[src/rtl/ioreg_pkg.sv]
// Package: shared port kinds and window offsets for the indirect register
// window. Assumes a window of at most 32 byte offsets.
package ioreg_pkg;

    // Which of the three ports (or none) an I/O offset hits.
    typedef enum logic [1:0] {
        PORT_NONE = 2'd0,
        PORT_CSR  = 2'd1,
        PORT_PTR  = 2'd2,
        PORT_BCR  = 2'd3
    } port_e;

    // Offsets of each port in the two layouts.
    localparam int OFS_CSR_ANY = 'h10;
    localparam int OFS_PTR_W   = 'h12;
    localparam int OFS_PTR_DW  = 'h14;
    localparam int OFS_BCR_W   = 'h16;
    localparam int OFS_BCR_DW  = 'h1C;

    // Number of index slots in each register file.
    localparam int FILE_SLOTS = 128;

endpackage

[src/rtl/ioreg_decode.sv]
// Module: ioreg_decode
// Maps an I/O offset to a port kind in the layout picked by dwio_mode.
// Assumes dwio_mode is stable while an access is in progress.
module ioreg_decode
    import ioreg_pkg::*;
#(
    parameter int ADDR_W = 5
) (
    input  logic              dwio_mode,
    input  logic [ADDR_W-1:0] io_addr,
    output port_e             port
);

    localparam logic [ADDR_W-1:0] A_CSR    = ADDR_W'(OFS_CSR_ANY);
    localparam logic [ADDR_W-1:0] A_PTR_W  = ADDR_W'(OFS_PTR_W);
    localparam logic [ADDR_W-1:0] A_PTR_DW = ADDR_W'(OFS_PTR_DW);
    localparam logic [ADDR_W-1:0] A_BCR_W  = ADDR_W'(OFS_BCR_W);
    localparam logic [ADDR_W-1:0] A_BCR_DW = ADDR_W'(OFS_BCR_DW);

    logic [ADDR_W-1:0] ptr_ofs;
    logic [ADDR_W-1:0] bcr_ofs;

    // Purpose: choose the mode-dependent offsets.
    always_comb begin
        ptr_ofs = dwio_mode ? A_PTR_DW : A_PTR_W;
        bcr_ofs = dwio_mode ? A_BCR_DW : A_BCR_W;
    end

    // Purpose: classify the offset; anything unlisted is PORT_NONE.
    always_comb begin
        if (io_addr == A_CSR)        port = PORT_CSR;
        else if (io_addr == ptr_ofs) port = PORT_PTR;
        else if (io_addr == bcr_ofs) port = PORT_BCR;
        else                         port = PORT_NONE;
    end

endmodule

[src/rtl/ioreg_ptr.sv]
// Module: ioreg_ptr
// Index pointer shared by both data ports. It keeps only the index bits of
// a write, so the reserved upper bits always read back as zero.
// Assumes a write is qualified by the caller's decode.
module ioreg_ptr #(
    parameter int BUS_W = 32,
    parameter int IDX_W = 8
) (
    input  logic             clk,
    input  logic             rst_n,
    input  logic             load,
    input  logic [BUS_W-1:0] wdata,
    output logic [IDX_W-1:0] idx
);

    // Purpose: hold the index; clear on reset, load on a pointer write.
    always_ff @(posedge clk) begin
        if (!rst_n)    idx <= '0;
        else if (load) idx <= wdata[IDX_W-1:0];
    end

endmodule

[src/rtl/ioreg_file.sv]
// Module: ioreg_file
// One register file addressed by the shared index. Only indices below IMPL
// hold storage. A write to any other index is dropped, and a read of one
// returns zero. Assumes IMPL is at least 1.
module ioreg_file
    import ioreg_pkg::*;
#(
    parameter int IMPL   = 64,
    parameter int DATA_W = 16,
    parameter int IDX_W  = 8
) (
    input  logic              clk,
    input  logic              rst_n,
    input  logic              we,
    input  logic [IDX_W-1:0]  idx,
    input  logic [DATA_W-1:0] wdata,
    output logic [DATA_W-1:0] rdata
);

    localparam int IMPL_N = (IMPL > FILE_SLOTS) ? FILE_SLOTS : IMPL;
    localparam int AW     = (IMPL_N > 1) ? $clog2(IMPL_N) : 1;

    logic [DATA_W-1:0] mem [IMPL_N];
    logic              hit;
    logic [AW-1:0]     ix;

    // Purpose: decide whether the index names a real register.
    always_comb begin
        hit = ({24'd0, idx} < 32'(IMPL_N));
        ix  = AW'(idx);
    end

    // Purpose: clear storage on reset; store an implemented-index write.
    always_ff @(posedge clk) begin
        if (!rst_n) begin
            for (int i = 0; i < IMPL_N; i++) mem[i] <= '0;
        end else if (we && hit) begin
            mem[ix] <= wdata;
        end
    end

    // Purpose: return the entry, or zero for an unimplemented index.
    always_comb begin
        rdata = hit ? mem[ix] : '0;
    end

endmodule

[src/rtl/ioreg_window.sv]
// Module: ioreg_window (top)
// Indirect register window: one pointer port and two data ports, with the
// layout picked by dwio_mode. Reads are combinational; writes land on the
// next rising edge. Assumes at most one strobe per cycle and a stable mode
// during an access.
module ioreg_window
    import ioreg_pkg::*;
#(
    parameter int ADDR_W   = 5,
    parameter int BUS_W    = 32,
    parameter int DATA_W   = 16,
    parameter int IDX_W    = 8,
    parameter int CSR_IMPL = 100,
    parameter int BCR_IMPL = 50
) (
    input  logic              clk,
    input  logic              rst_n,
    input  logic              dwio_mode,
    input  logic [ADDR_W-1:0] io_addr,
    input  logic              io_wr,
    input  logic              io_rd,
    input  logic [BUS_W-1:0]  io_wdata,
    output logic [BUS_W-1:0]  io_rdata
);

    localparam int NFILE = 2;   // 0: control/status, 1: bus configuration

    port_e             port;
    logic [IDX_W-1:0]  ptr_q;
    logic [NFILE-1:0]  file_we;
    logic [DATA_W-1:0] file_rd [NFILE];

    ioreg_decode #(.ADDR_W(ADDR_W)) u_dec (
        .dwio_mode (dwio_mode),
        .io_addr   (io_addr),
        .port      (port)
    );

    ioreg_ptr #(.BUS_W(BUS_W), .IDX_W(IDX_W)) u_ptr (
        .clk   (clk),
        .rst_n (rst_n),
        .load  (io_wr && (port == PORT_PTR)),
        .wdata (io_wdata),
        .idx   (ptr_q)
    );

    // Purpose: steer a data-port write to exactly one file.
    always_comb begin
        file_we[0] = io_wr && (port == PORT_CSR);
        file_we[1] = io_wr && (port == PORT_BCR);
    end

    for (genvar g = 0; g < NFILE; g++) begin : g_file
        localparam int IMPL_G = (g == 0) ? CSR_IMPL : BCR_IMPL;
        ioreg_file #(.IMPL(IMPL_G), .DATA_W(DATA_W), .IDX_W(IDX_W)) u_file (
            .clk   (clk),
            .rst_n (rst_n),
            .we    (file_we[g]),
            .idx   (ptr_q),
            .wdata (io_wdata[DATA_W-1:0]),
            .rdata (file_rd[g])
        );
    end

    // Purpose: return data for the port being read, zero-extended.
    always_comb begin
        io_rdata = '0;
        if (io_rd) begin
            case (port)
                PORT_CSR: io_rdata = BUS_W'(file_rd[0]);
                PORT_BCR: io_rdata = BUS_W'(file_rd[1]);
                PORT_PTR: io_rdata = BUS_W'(ptr_q);
                default:  io_rdata = '0;
            endcase
        end
    end

endmodule

[config.mk]
export PLATFORM = sky130hd
export DESIGN_NAME = ioreg_window
export DESIGN_NICKNAME = d
export VERILOG_FILES = /design/src/rtl/ioreg_pkg.sv /design/src/rtl/ioreg_decode.sv /design/src/rtl/ioreg_ptr.sv /design/src/rtl/ioreg_file.sv /design/src/rtl/ioreg_window.sv
export SDC_FILE = /design/constraint.sdc
export NUM_CORES = 2
export LEC_CHECK = 0
export BUFFER_PORTS_ARGS = -buffer_cell sky130_fd_sc_hd__buf_2
export CORE_UTILIZATION = 53
export DETAILED_ROUTE_END_ITERATION = 8
export GPL_TIMING_DRIVEN = 0
export PLACE_DENSITY = 0.69
export SYNTH_ARGS = -nofsm -noshare
export SYNTH_HDL_FRONTEND = slang
export SYNTH_SLANG_ARGS = --single-unit
[constraint.sdc]
create_clock -name clk -period 3.14 [get_ports clk]
set_input_delay 0.314 -clock clk [delete_from_list [all_inputs] [get_ports clk]]
set_output_delay 0.314 -clock clk [all_outputs]
set_load 0.02 [all_outputs]
; ---- Word-level counts from Yosys, hierarchy flattened
; Memories as Yosys holds them, arrays and structs flattened. A register that Yosys moved wholly into a read port is not among the register bits.
; Index checks and enable logic that the tools add are counted.
[totals]
ff_bits = 8
mem_bits_rw = 2400
out_inout_bits = 32
word_cells = 44
memories = 2
[classes]
order_cmp = 2
n_eq_ne = 6
muxes = 26
reduce_logical = 7
[mem_list]
columns = name, words, word_bits, read_ports, rd_ports_with_merged_regs, write_ports, line
row1 = g_file[0].u_file.mem, 100, 16, 1, 1, 100, ioreg_file.sv:23  ; logic [DATA_W-1:0] mem [IMPL_N];
row2 = g_file[1].u_file.mem, 50, 16, 1, 1, 50, ioreg_file.sv:23
[ops]
columns = cell, n
row1 = $mux W16, 5
row2 = $pmux W16 S3, 1
row3 = $reduce_or A16 Y1, 2
row4 = $mux W7, 3
row5 = $mux W6, 3
row6 = $eq A5 B5 Y1, 2
row7 = $mux W1, 9
row8 = $lt A8 B6 Y1 const B, 1
row9 = $lt A8 B7 Y1 const B, 1
row10 = $mux W2, 3
row11 = $eq A5 B5 Y1 const B, 1
row12 = $logic_and A1 B1 Y1, 5
row13 = $eq A2 B2 Y1 const B, 2
row14 = $mux W4, 1
row15 = $mux W3, 1
row16 = $eq A2 B1 Y1 const B, 1

; ---- Longest topological paths before layout
[depth]
depth_word = 13
ltp_mapped = 12
depth_no_buf = 6

; ---- Hierarchy
; A second synthesis with hierarchy kept.
[unflattened]
cells_unflattened = 9855
hier_area_um2 = 137021.4
[by_module_without_submodules]
columns = mod, instances, cells_each, area_per_inst_um2
row1 = ioreg_file at g_file[0].u_file, 1, 6526, 91232.5
row2 = ioreg_file at g_file[1].u_file, 1, 3228, 44926.8
row3 = ioreg_window, 1, 68, 500.5
row4 = ioreg_ptr, 1, 25, 301.5
row5 = ioreg_decode, 1, 8, 60.1

; ---- Worst setup path after synthesis
; No wires, ideal clock.
[synth_path]
path_type = register -> register
from = register u_ptr.idx[3]
to = memory g_file[1].u_file.mem[0][0] (enable)
setup_time_ps = 411
arrival_ps = 3017
required_ps = 2729
setup_slack_ps = -288
path_stages_with_launch = 7
n_path_buf = 2
synth_period_minus_slack_ps = 3428
path_cell_list = dfxtp_1 > buf_2 > o311ai_0 > o2111ai_1 > or3_4 > buf_6 > o21ai_0
[synth_lines]
columns = element, line
row1 = "start, declared", ioreg_ptr.sv:13  ; output logic [IDX_W-1:0] idx
row2 = "start signal, assigned", ioreg_ptr.sv:19  ; else if (load) idx <= wdata[IDX_W-1:0];
row3 = "end, declared", ioreg_file.sv:23

==> run metrics <==
Max H-tree Level 5; PnR worst setup slack -2050 ps; R2R Path End g_file[0].u_file.mem[9][13]; Cell variety after synth 80; Final nets about 10000; sequential power share roughly 52%; combinational power share 5.4%; Post-Synthesis Cells roughly 8200; Final HPWL DP about 420 mm; Post-synth ARST share 0%; global route total overflow 0; ys flop type edfxtp_1; DIE WIDTH around 500 um; synthesized area between 100000 and 150000 um2; Max Buffers Root-to-Sink 4; Pleak between 50 and 60 nW; Port Buffers between 40 and 50; Die ar. 259000 um2; Rows 185; Min Clock Period, post-route just over 5000 ps; Worst Hold Depth 1; Seq/Total Area, Yosys between 60% and 70%; crit path launch type flop; reg2reg setup slack -170 ps; Worst Setup Path Type reg2out; Slew headroom -18.2%; worst-path maximum fanout 10; Setup Viol. Count Final 182; Crit path required time about 2800 ps; Initial Util between 50% and 60%; Peak VDD IR between 600 and 700 uV; final core area utilization 65.1%; top-count cell post-synth edfxtp_1; Min-Delay Startpoint io_wdata[1]; GRT Total Usage 45.3%; CTS tree done; number of global-route vias before repair 83600; mean post-synth cell area 16.6 um2; largest net degree at the start of global routing 50; worst hold path endpoint g_file[1].u_file.mem[62][1]; switching part of the total power a little under a quarter; Hold Crit Class in2reg; Placed Area around 150000 um2; Post-synth EDFFs ~3100; Slew Limit Fails about 220; Yosys top cell by area edfxtp_1; M1 wire length between 150 and 200 mm; status finished, violations left; Sw Pwr 20.6 mW; clock sinks around 3000; design area ~170000 um2; Area Overhead vs Synth 21.8%; final period utilization 165%; failing checks DRC, capacitance limit, slew limit, setup timing; internal power 70.6 mW; final hold viol count 0; max layer used met5; Warnings, synthesis 0; CORE AREA 255000 um2; unrepaired setup endpoints after global routing yes; Routed met3 length ~100 mm; Max Fclk 193 MHz; power per cell area 550 nW/um2; number of max-cap violations 7; via count approximately 90000; worst reg2reg path depth 7; Die Y between 500 and 600 um; tightest hold margin approximately 53 ps; Routed Antenna Nets 0; drt drc 1; Worst Tran Pin Value 1770 ps; share of layout cells above drive strength 1 27.0%; initial drt markers roughly 17000; TritonCTS Buffers about 340; Setup crit end kind output port; Vias/cell 6.71; Worst-Skew Late Latency 1020 ps; reg-to-reg startpoint u_ptr.idx[1]; DR WL met2 about 240 mm; I/O Pins 74; initial antenna violation count a little under 90; share of the synthesized area in the top cell type between 60% and 70%; root buffer cell clkbuf_16; Final Skew about 70 ps; Clock transition at path regs approximately 60 ps; largest cells by area after synthesis edfxtp_1 68%, mux4_2 13%, and2_1 11%; routed length per instance around 44 um; Post-synth top cells 3072 x edfxtp_1, 2411 x and2_1, 793 x mux4_2, 557 x clkbuf_1, 177 x o21ai_0; GPL Wtd Cong approximately 1.1; DRT Wirelength between 500 and 600 mm; drt pass-1 iters 9; Clock power frac 42.5%; first-pass GRT wire length 756 mm; synthesis-stage register bit count ~3100; CP arrival slightly below 5000 ps
per-layer routing:
metal	up-vias	global-route usage, %
met5	-	0
met4	40	37.3
met3	2045	22.6
met2	8326	60.3
met1	45700	55.1
li1	33500	-
cells by family after synthesis:
kind of cell | share of synthesized area (%)
multiplexers | 13.7
AO/OA/AOI/OAI | 2.91
flip-flops | 68.0
buffers and inverters | 2.66
AND/OR/NAND/NOR | 12.8
other | 0.00275
critical path: stages (launching register included):
cell      delay [ps]
dfxtp_2          500
clkbuf_4         400
clkbuf_4         460
clkbuf_4         480
clkbuf_8         370
nand2_1          140
a31oi_4          470
nand4_1          300
o32ai_4          570
buf_6            190
timing repair:
action                     in CTS  in global routing
gates resized for setup      1098                240
cloned                          1                  1
hold buffers                    0                  1
setup endpoints to repair    4795                884
buffers inserted              159                128
hold endpoints to repair        0                  2
pin swaps                      90                 76
sequential cells by signal, summed over array words and instances (netlist names), named ones only:
register,flops
g_file.u_file.mem,3072
u_ptr.idx,8
metrics by stage:
step | TNS (ps) | power [mW] | instances | worst slack (ps)
5_1_grt | -30580 | 92.4 | 13300 | -1860
3_3_place_gp | -8314030 | 52.2 | 12300 | -5020
6_report | -37520 | 91.2 | 13400 | -2050
4_1_cts | -28890 | 90.5 | 13200 | -1890
3_5_place_dp | -4321460 | 52.6 | 12400 | -4050
2_1_floorplan | -22090 | 50.1 | 8865 | -276
power groups by stage:
stage	Sequential (mW)	Combinational, mW	Clock [mW]
global placement	48.4	3.81	0
CTS	47.5	4.52	38.4
detailed placement	48.4	4.24	0
floorplan	48.2	1.93	0
global route	47.7	4.86	39.9
finish	47.5	4.89	38.7
cell usage in the layout, fill, tap and decap left out, types with 66 or more instances in the layout:
cell,instances
and2_1,2410
o21ai_4,66
clkbuf_1,390
mux4_2,793
edfxtp_1,3072
o21ai_2,93
nand2_1,129
buf_8,156
buf_16,85
buf_4,250
clkbuf_2,139
conb_1,688
clkinv_1,85
clkbuf_16,349
a22oi_1,86
buf_12,117
nor2_2,74
area by class of cell:
cell class	count	area (um2)
clock inverter	174	1450
antenna	49	123
timing repair buffer	507	6400
clock buffer	411	8900
fill	17800	89000
buffer	744	6050
inverter	4	26.3
tap	3366	4210
sequential	3087	92600
multi-input combinational	5016	46100
worst max-delay path by stage:
stage	cells after the start	to	from
after floorplan	6	g_file[1].u_file.mem[16][0]	u_ptr.idx[3]
after global placement	11	io_rdata[10]	flop
after detailed placement	9	io_rdata[2]	flop
after CTS	12	io_rdata[4]	flop
after global routing	12	io_rdata[10]	flop
final	9	io_rdata[3]	flop
No activity file was read; power rests on OpenSTA's default activity.
